[config.mk]
export PLATFORM = sky130hd
export DESIGN_NAME = radio_ser_prog
export DESIGN_NICKNAME = d
export VERILOG_FILES = /design/src/rtl/rsp_pkg.sv /design/src/rtl/rsp_phase.sv /design/src/rtl/rsp_shifter.sv /design/src/rtl/rsp_fsm.sv /design/src/rtl/radio_ser_prog.sv
export SDC_FILE = /design/constraint.sdc
export NUM_CORES = 1
export LEC_CHECK = 0
export ABC_AREA = 1
export CORE_MARGIN = 2
export CORE_UTILIZATION = 58
export DETAILED_ROUTE_END_ITERATION = 10
export DONT_BUFFER_PORTS = 1
export GPL_TIMING_DRIVEN = 0
export PLACE_DENSITY = 0.77
export SLEW_MARGIN = 20
export SYNTH_ARGS = -nofsm -noshare
export SYNTH_HDL_FRONTEND = slang
export SYNTH_SLANG_ARGS = --single-unit
[constraint.sdc]
create_clock -name clk -period 1.76 [get_ports clk]
set_input_delay 0.088 -clock clk [delete_from_list [all_inputs] [get_ports clk]]
set_output_delay 0.088 -clock clk [all_outputs]
set_load 0.02 [all_outputs]
[src/rtl/rsp_pkg.sv]
package rsp_pkg;

    localparam int PAYLOAD_W = 24;
    localparam int NBITS_W   = 5;

    typedef enum logic [1:0] {
        RSP_IDLE  = 2'd0,
        RSP_SHIFT = 2'd1,
        RSP_LATCH = 2'd2,
        RSP_TAIL  = 2'd3
    } rsp_state_e;

    typedef struct packed {
        logic [PAYLOAD_W-1:0] payload;
        logic [NBITS_W-1:0]   nbits;
        logic                 sel_if;
    } rsp_req_t;

    // Length is usable when it lies in 1..PAYLOAD_W.
    function automatic logic nbits_ok(input logic [NBITS_W-1:0] n);
        return (n != '0) && (int'(n) <= PAYLOAD_W);
    endfunction

    // Move bit n-1 of the payload up to the top of the shift register.
    function automatic logic [PAYLOAD_W-1:0] align_msb(
        input logic [PAYLOAD_W-1:0] p,
        input logic [NBITS_W-1:0]   n
    );
        logic [NBITS_W-1:0] gap;
        gap = NBITS_W'(PAYLOAD_W) - n;
        return p << gap;
    endfunction

endpackage

[src/rtl/rsp_phase.sv]
module rsp_phase #(
    parameter int CLK_DIV = 4
) (
    input  logic clk,
    input  logic rst,
    input  logic run,
    output logic ph_last,
    output logic clk_hi
);
    localparam int PH_W = (CLK_DIV > 2) ? $clog2(CLK_DIV) : 1;
    localparam int HALF = CLK_DIV / 2;

    logic [PH_W-1:0] ph_q;

    always_ff @(posedge clk) begin
        if (rst || !run) begin
            ph_q <= '0;
        end else if (ph_last) begin
            ph_q <= '0;
        end else begin
            ph_q <= ph_q + 1'b1;
        end
    end

    assign ph_last = (ph_q == PH_W'(CLK_DIV - 1));
    assign clk_hi  = (ph_q >= PH_W'(HALF));
endmodule

[src/rtl/rsp_shifter.sv]
module rsp_shifter
    import rsp_pkg::*;
(
    input  logic                 clk,
    input  logic                 rst,
    input  logic                 load,
    input  logic                 shift,
    input  logic [PAYLOAD_W-1:0] payload,
    input  logic [NBITS_W-1:0]   nbits,
    output logic                 sdo,
    output logic                 last_bit
);
    logic [PAYLOAD_W-1:0] sr_q;
    logic [NBITS_W-1:0]   left_q;

    always_ff @(posedge clk) begin
        if (rst) begin
            sr_q   <= '0;
            left_q <= '0;
        end else if (load) begin
            sr_q   <= align_msb(payload, nbits);
            left_q <= nbits;
        end else if (shift) begin
            sr_q   <= {sr_q[PAYLOAD_W-2:0], 1'b0};
            left_q <= left_q - 1'b1;
        end
    end

    assign sdo      = sr_q[PAYLOAD_W-1];
    assign last_bit = (left_q == NBITS_W'(1));
endmodule

[src/rtl/rsp_fsm.sv]
module rsp_fsm
    import rsp_pkg::*;
(
    input  logic       clk,
    input  logic       rst,
    input  logic       wr,
    input  rsp_req_t   req,
    input  logic       ph_last,
    input  logic       last_bit,
    output rsp_state_e state,
    output logic       load,
    output logic       shift,
    output logic       run,
    output logic       sel_if_q
);
    rsp_state_e st_q, st_d;
    logic       sel_q;

    always_comb begin
        st_d  = st_q;
        load  = 1'b0;
        shift = 1'b0;
        unique case (st_q)
            RSP_IDLE: begin
                if (wr && nbits_ok(req.nbits)) begin
                    load = 1'b1;
                    st_d = RSP_SHIFT;
                end
            end
            RSP_SHIFT: begin
                if (ph_last) begin
                    shift = 1'b1;
                    if (last_bit) st_d = RSP_LATCH;
                end
            end
            RSP_LATCH: begin
                if (ph_last) st_d = RSP_TAIL;
            end
            RSP_TAIL: st_d = RSP_IDLE;
            default:  st_d = RSP_IDLE;
        endcase
    end

    always_ff @(posedge clk) begin
        if (rst) begin
            st_q  <= RSP_IDLE;
            sel_q <= 1'b0;
        end else begin
            st_q <= st_d;
            if (load) sel_q <= req.sel_if;
        end
    end

    assign state    = st_q;
    assign run      = (st_q == RSP_SHIFT) || (st_q == RSP_LATCH);
    assign sel_if_q = sel_q;
endmodule

[src/rtl/radio_ser_prog.sv]
module radio_ser_prog
    import rsp_pkg::*;
#(
    parameter int CLK_DIV     = 4,
    parameter int SYNC_STAGES = 2
) (
    input  logic                 clk,
    input  logic                 rst,
    input  logic                 cfg_wr,
    input  logic [PAYLOAD_W-1:0] cfg_payload,
    input  logic [NBITS_W-1:0]   cfg_nbits,
    input  logic                 cfg_sel_if,
    input  logic                 pll_lock_in,
    output logic                 busy,
    output logic                 pll_locked,
    output logic                 ser_clk,
    output logic                 ser_data,
    output logic                 le_rf,
    output logic                 le_if
);
    rsp_req_t   req;
    rsp_state_e state;
    logic       load, shift, run, sel_q;
    logic       ph_last, clk_hi, sdo, last_bit;

    assign req = '{payload: cfg_payload, nbits: cfg_nbits, sel_if: cfg_sel_if};

    rsp_fsm u_fsm (
        .clk      (clk),
        .rst      (rst),
        .wr       (cfg_wr),
        .req      (req),
        .ph_last  (ph_last),
        .last_bit (last_bit),
        .state    (state),
        .load     (load),
        .shift    (shift),
        .run      (run),
        .sel_if_q (sel_q)
    );

    rsp_phase #(.CLK_DIV(CLK_DIV)) u_phase (
        .clk     (clk),
        .rst     (rst),
        .run     (run),
        .ph_last (ph_last),
        .clk_hi  (clk_hi)
    );

    rsp_shifter u_shift (
        .clk      (clk),
        .rst      (rst),
        .load     (load),
        .shift    (shift),
        .payload  (cfg_payload),
        .nbits    (cfg_nbits),
        .sdo      (sdo),
        .last_bit (last_bit)
    );

    // Lock-detect synchronizer
    logic [SYNC_STAGES-1:0] sync_q;
    generate
        for (genvar i = 0; i < SYNC_STAGES; i++) begin : g_sync
            always_ff @(posedge clk) begin
                if (rst) sync_q[i] <= 1'b0;
                else     sync_q[i] <= (i == 0) ? pll_lock_in : sync_q[(i == 0) ? 0 : i-1];
            end
        end
    endgenerate

    assign pll_locked = sync_q[SYNC_STAGES-1];
    assign busy       = (state != RSP_IDLE);
    assign ser_clk    = (state == RSP_SHIFT) && clk_hi;
    assign ser_data   = (state == RSP_SHIFT) && sdo;
    assign le_rf      = (state == RSP_LATCH) && !sel_q;
    assign le_if      = (state == RSP_LATCH) &&  sel_q;
endmodule

==> impl_metrics.json <==
{
  "hold_ws_ps": 120,
  "route.detailed.drc": 0,
  "yosysMostFrequentCell": "nand2_1",
  "setup_violations": 0,
  "hold_path.class": "in -> reg",
  "syn_inst": 481,
  "worstPathMaxFanout": 10,
  "hpwl_mm": 6.24,
  "worst_slack_ps": 159,
  "dpl.cell_count": 551,
  "ys_seq_elements": 36,
  "diodes": 0,
  "gp_congestion": 0.946,
  "detail-route-antenna-nets": 0,
  "cp_slowest_cell": "dfxtp_1",
  "max_cap_viol_count": 0,
  "vias_per_cell": 5.85,
  "netlist_area_um2": 2980,
  "cts_root_buffer": "clkbuf_8",
  "grtUsageTotal_pct": 29.8,
  "finalHoldViolCount": 0,
  "area_delta_synth_final_pct": 7.19,
  "antenna_found_initial": 0,
  "core_um2": 5040,
  "cp-end-kind": "register",
  "cts.path.max_buffers": 2,
  "crit_required_ps": 1970,
  "drt-initial-drc-count": 312,
  "worstPathCellList": "inv_1, ha_1, nand3_2, buf_6, nor2_8, nand4_1, a21oi_1",
  "total_leakage_power_nw": 1.45,
  "min_period_ps": 1600,
  "start_util_pct": 59.0,
  "synth_edf_count": 0,
  "ys.flop_type": "dfxtp_1",
  "fin_setup_tns_ps": 0,
  "worst_clock_skew_ps": 7.43,
  "worst_slew_pin_slew_ps": 378,
  "ios": 40,
  "ys_types": 33,
  "worstSetupStartpointType": "register",
  "post-cts-setup-buffers": 0,
  "cts_tree": "yes",
  "grt_max_degree": 11,
  "crit_start": "u_fsm.state[0]",
  "drive_gt1_share_pct": 10.4,
  "grt_pass1_wl_mm": 12.9,
  "dieArea_um2": 5720,
  "fp.dieW_um": 75.6,
  "clk_latency_ps": 290,
  "wl_mm": 7.98,
  "cp_slowest_stage_delay_ps": 330,
  "fin_nets": 535,
  "critPathTopFamily": "simple AND/OR/NAND/NOR gates",
  "synth_top_cell_by_area": "dfxtp_1",
  "ir_worst_vdd_mv": 0.644,
  "yosysSeqAreaShare_pct": 24.2,
  "crit_arrival_ps": 1810,
  "r2r_start": "u_fsm.state[0]",
  "dpl_cell_area_um2": 3060,
  "path_buf_inv": 2,
  "drtPass1Iterations": 6,
  "criticalPathCategory": "reg -> reg",
  "status": "finished, final reports clean",
  "rsz0062_at_grt": "no",
  "synth_area_leaders": "dfxtp_1 (24%), nand2_1 (16%), nand3_1 (15%)",
  "synth_warnings": 0,
  "die_h_um": 75.6,
  "slew-limit-headroom_pct": 74.7,
  "cts_made_buffers": 5,
  "path_clk_slew_ps": 70,
  "pwr_density_cell_nw_per_um2": 970,
  "port_buffers": 0,
  "final_area_um2": 3190,
  "wl_per_cell_um": 14.2,
  "synth_area_per_cell_um2": 6.19,
  "grt_pass1_vias": 2881,
  "max_freq_mhz": 624,
  "hp-start": "cfg_nbits[1]",
  "grt_overflow": 0,
  "pre_cts_ws_ps": -266,
  "fin_crit_sh_pct": 91.0,
  "stdcell_count": 562,
  "slew_viol_final": 0,
  "synthTopCellsByCount": "nand2_1 (126), nand3_1 (87), o21ai_0 (46)",
  "synthesis.nets": 524,
  "rows": 26,
  "clock-sinks": 36,
  "htree_num_levels": 2,
  "async_flop_share_pct": 0,
  "dr_total_vias": 3285,
  "synth_top_area_share_pct": 24.2
}
[kinds of logic after synthesis]
kind of cell,Yosys count,synth area share (%)
AO/OA/AOI/OAI,112,20.9
XOR/XNOR,4,1.18
adder cells (fa/ha/maj),9,3.78
buffers and inverters,64,11.4
flip-flops,36,24.2
AND/OR/NAND/NOR,256,38.5
[final timing paths]
kind,to,slack [ps],cells past startpoint
worst max register to register,u_shift.sr_q[5],160,7
worst min register to register,pll_locked,400,2
worst max-delay path,u_shift.sr_q[5],160,7
worst min-delay path,u_shift.left_q[1],120,4
[power breakdown]
part | internal (mW) | leakage (nW) | switching [mW]
combinational | 0.510 | 1.11 | 0.906
sequential | 1.02 | 0.296 | 0.111
clock | 0.269 | 0.0410 | 0.279
[tightest hold or removal path: stages]
cell	delay, ps
inv_1	60
nand2_1	90
a21oi_1	60
nor2_1	70
[state kept, by name (all words and copies together) (netlist names)]
signal          flops
pll_locked          1
sync_q              1
u_fsm.sel_if_q      1
u_fsm.state         2
u_phase.ph_q        2
u_shift.left_q      5
u_shift.sr_q       24
[cells in the final DEF, fill, tap and decap left out, drive strengths merged]
cell         netlist  routed
nand2            131     131
buf               25      24
dlygate4sd3        0       5
clkinv             0       1
o21ai             52      52
dfxtp             36      36
a211oi             1       1
a31oi              1       1
o21a               1       1
ha                 9       9
inv               33      33
clkbuf             6      12
nor2              28      28
a22oi              1       1
xor2               4       4
a21oi             41      41
a21boi             1       1
nand3b             1       1
nor3               4       4
nand3             88      88
o211ai            14      14
nand4              4       4
[timing repair]
action	4_1_cts	5_1_grt
hold buffers	5	0
gates resized for setup	0	3
hold endpoints to repair	5	0
setup endpoints to repair	0	19
[cell type report]
cell class,instances,area (um2)
clock buffers,6,72.6
multi-input cells,381,1920
fillers,504,1850
flip-flops and latches,36,721
repair buffers,5,50.0
well taps,70,87.6
clock inverters,1,5.00
inverters,33,134
plain buffers,30,203
[routing by layer]
layer / wire length, um / up-vias / global-route usage, %
li1: - / 1653 / -
met1: 3670 / 1491 / 41.9
met2: 3580 / 127 / 46.8
met3: 584 / 14 / 6.22
met4: 143 / 0 / 7.41
met5: 0 / - / 0
[stage by stage]
stage | total power, mW | util, %
final | 3.10 | 63.3
after global routing | 3.34 | 63.3
after CTS | 3.09 | 63.3
after detailed placement | 2.54 | 60.8
after global placement | 2.49 | 60.8
after floorplan | 2.23 | -
(Power assumes the default switching activity.)
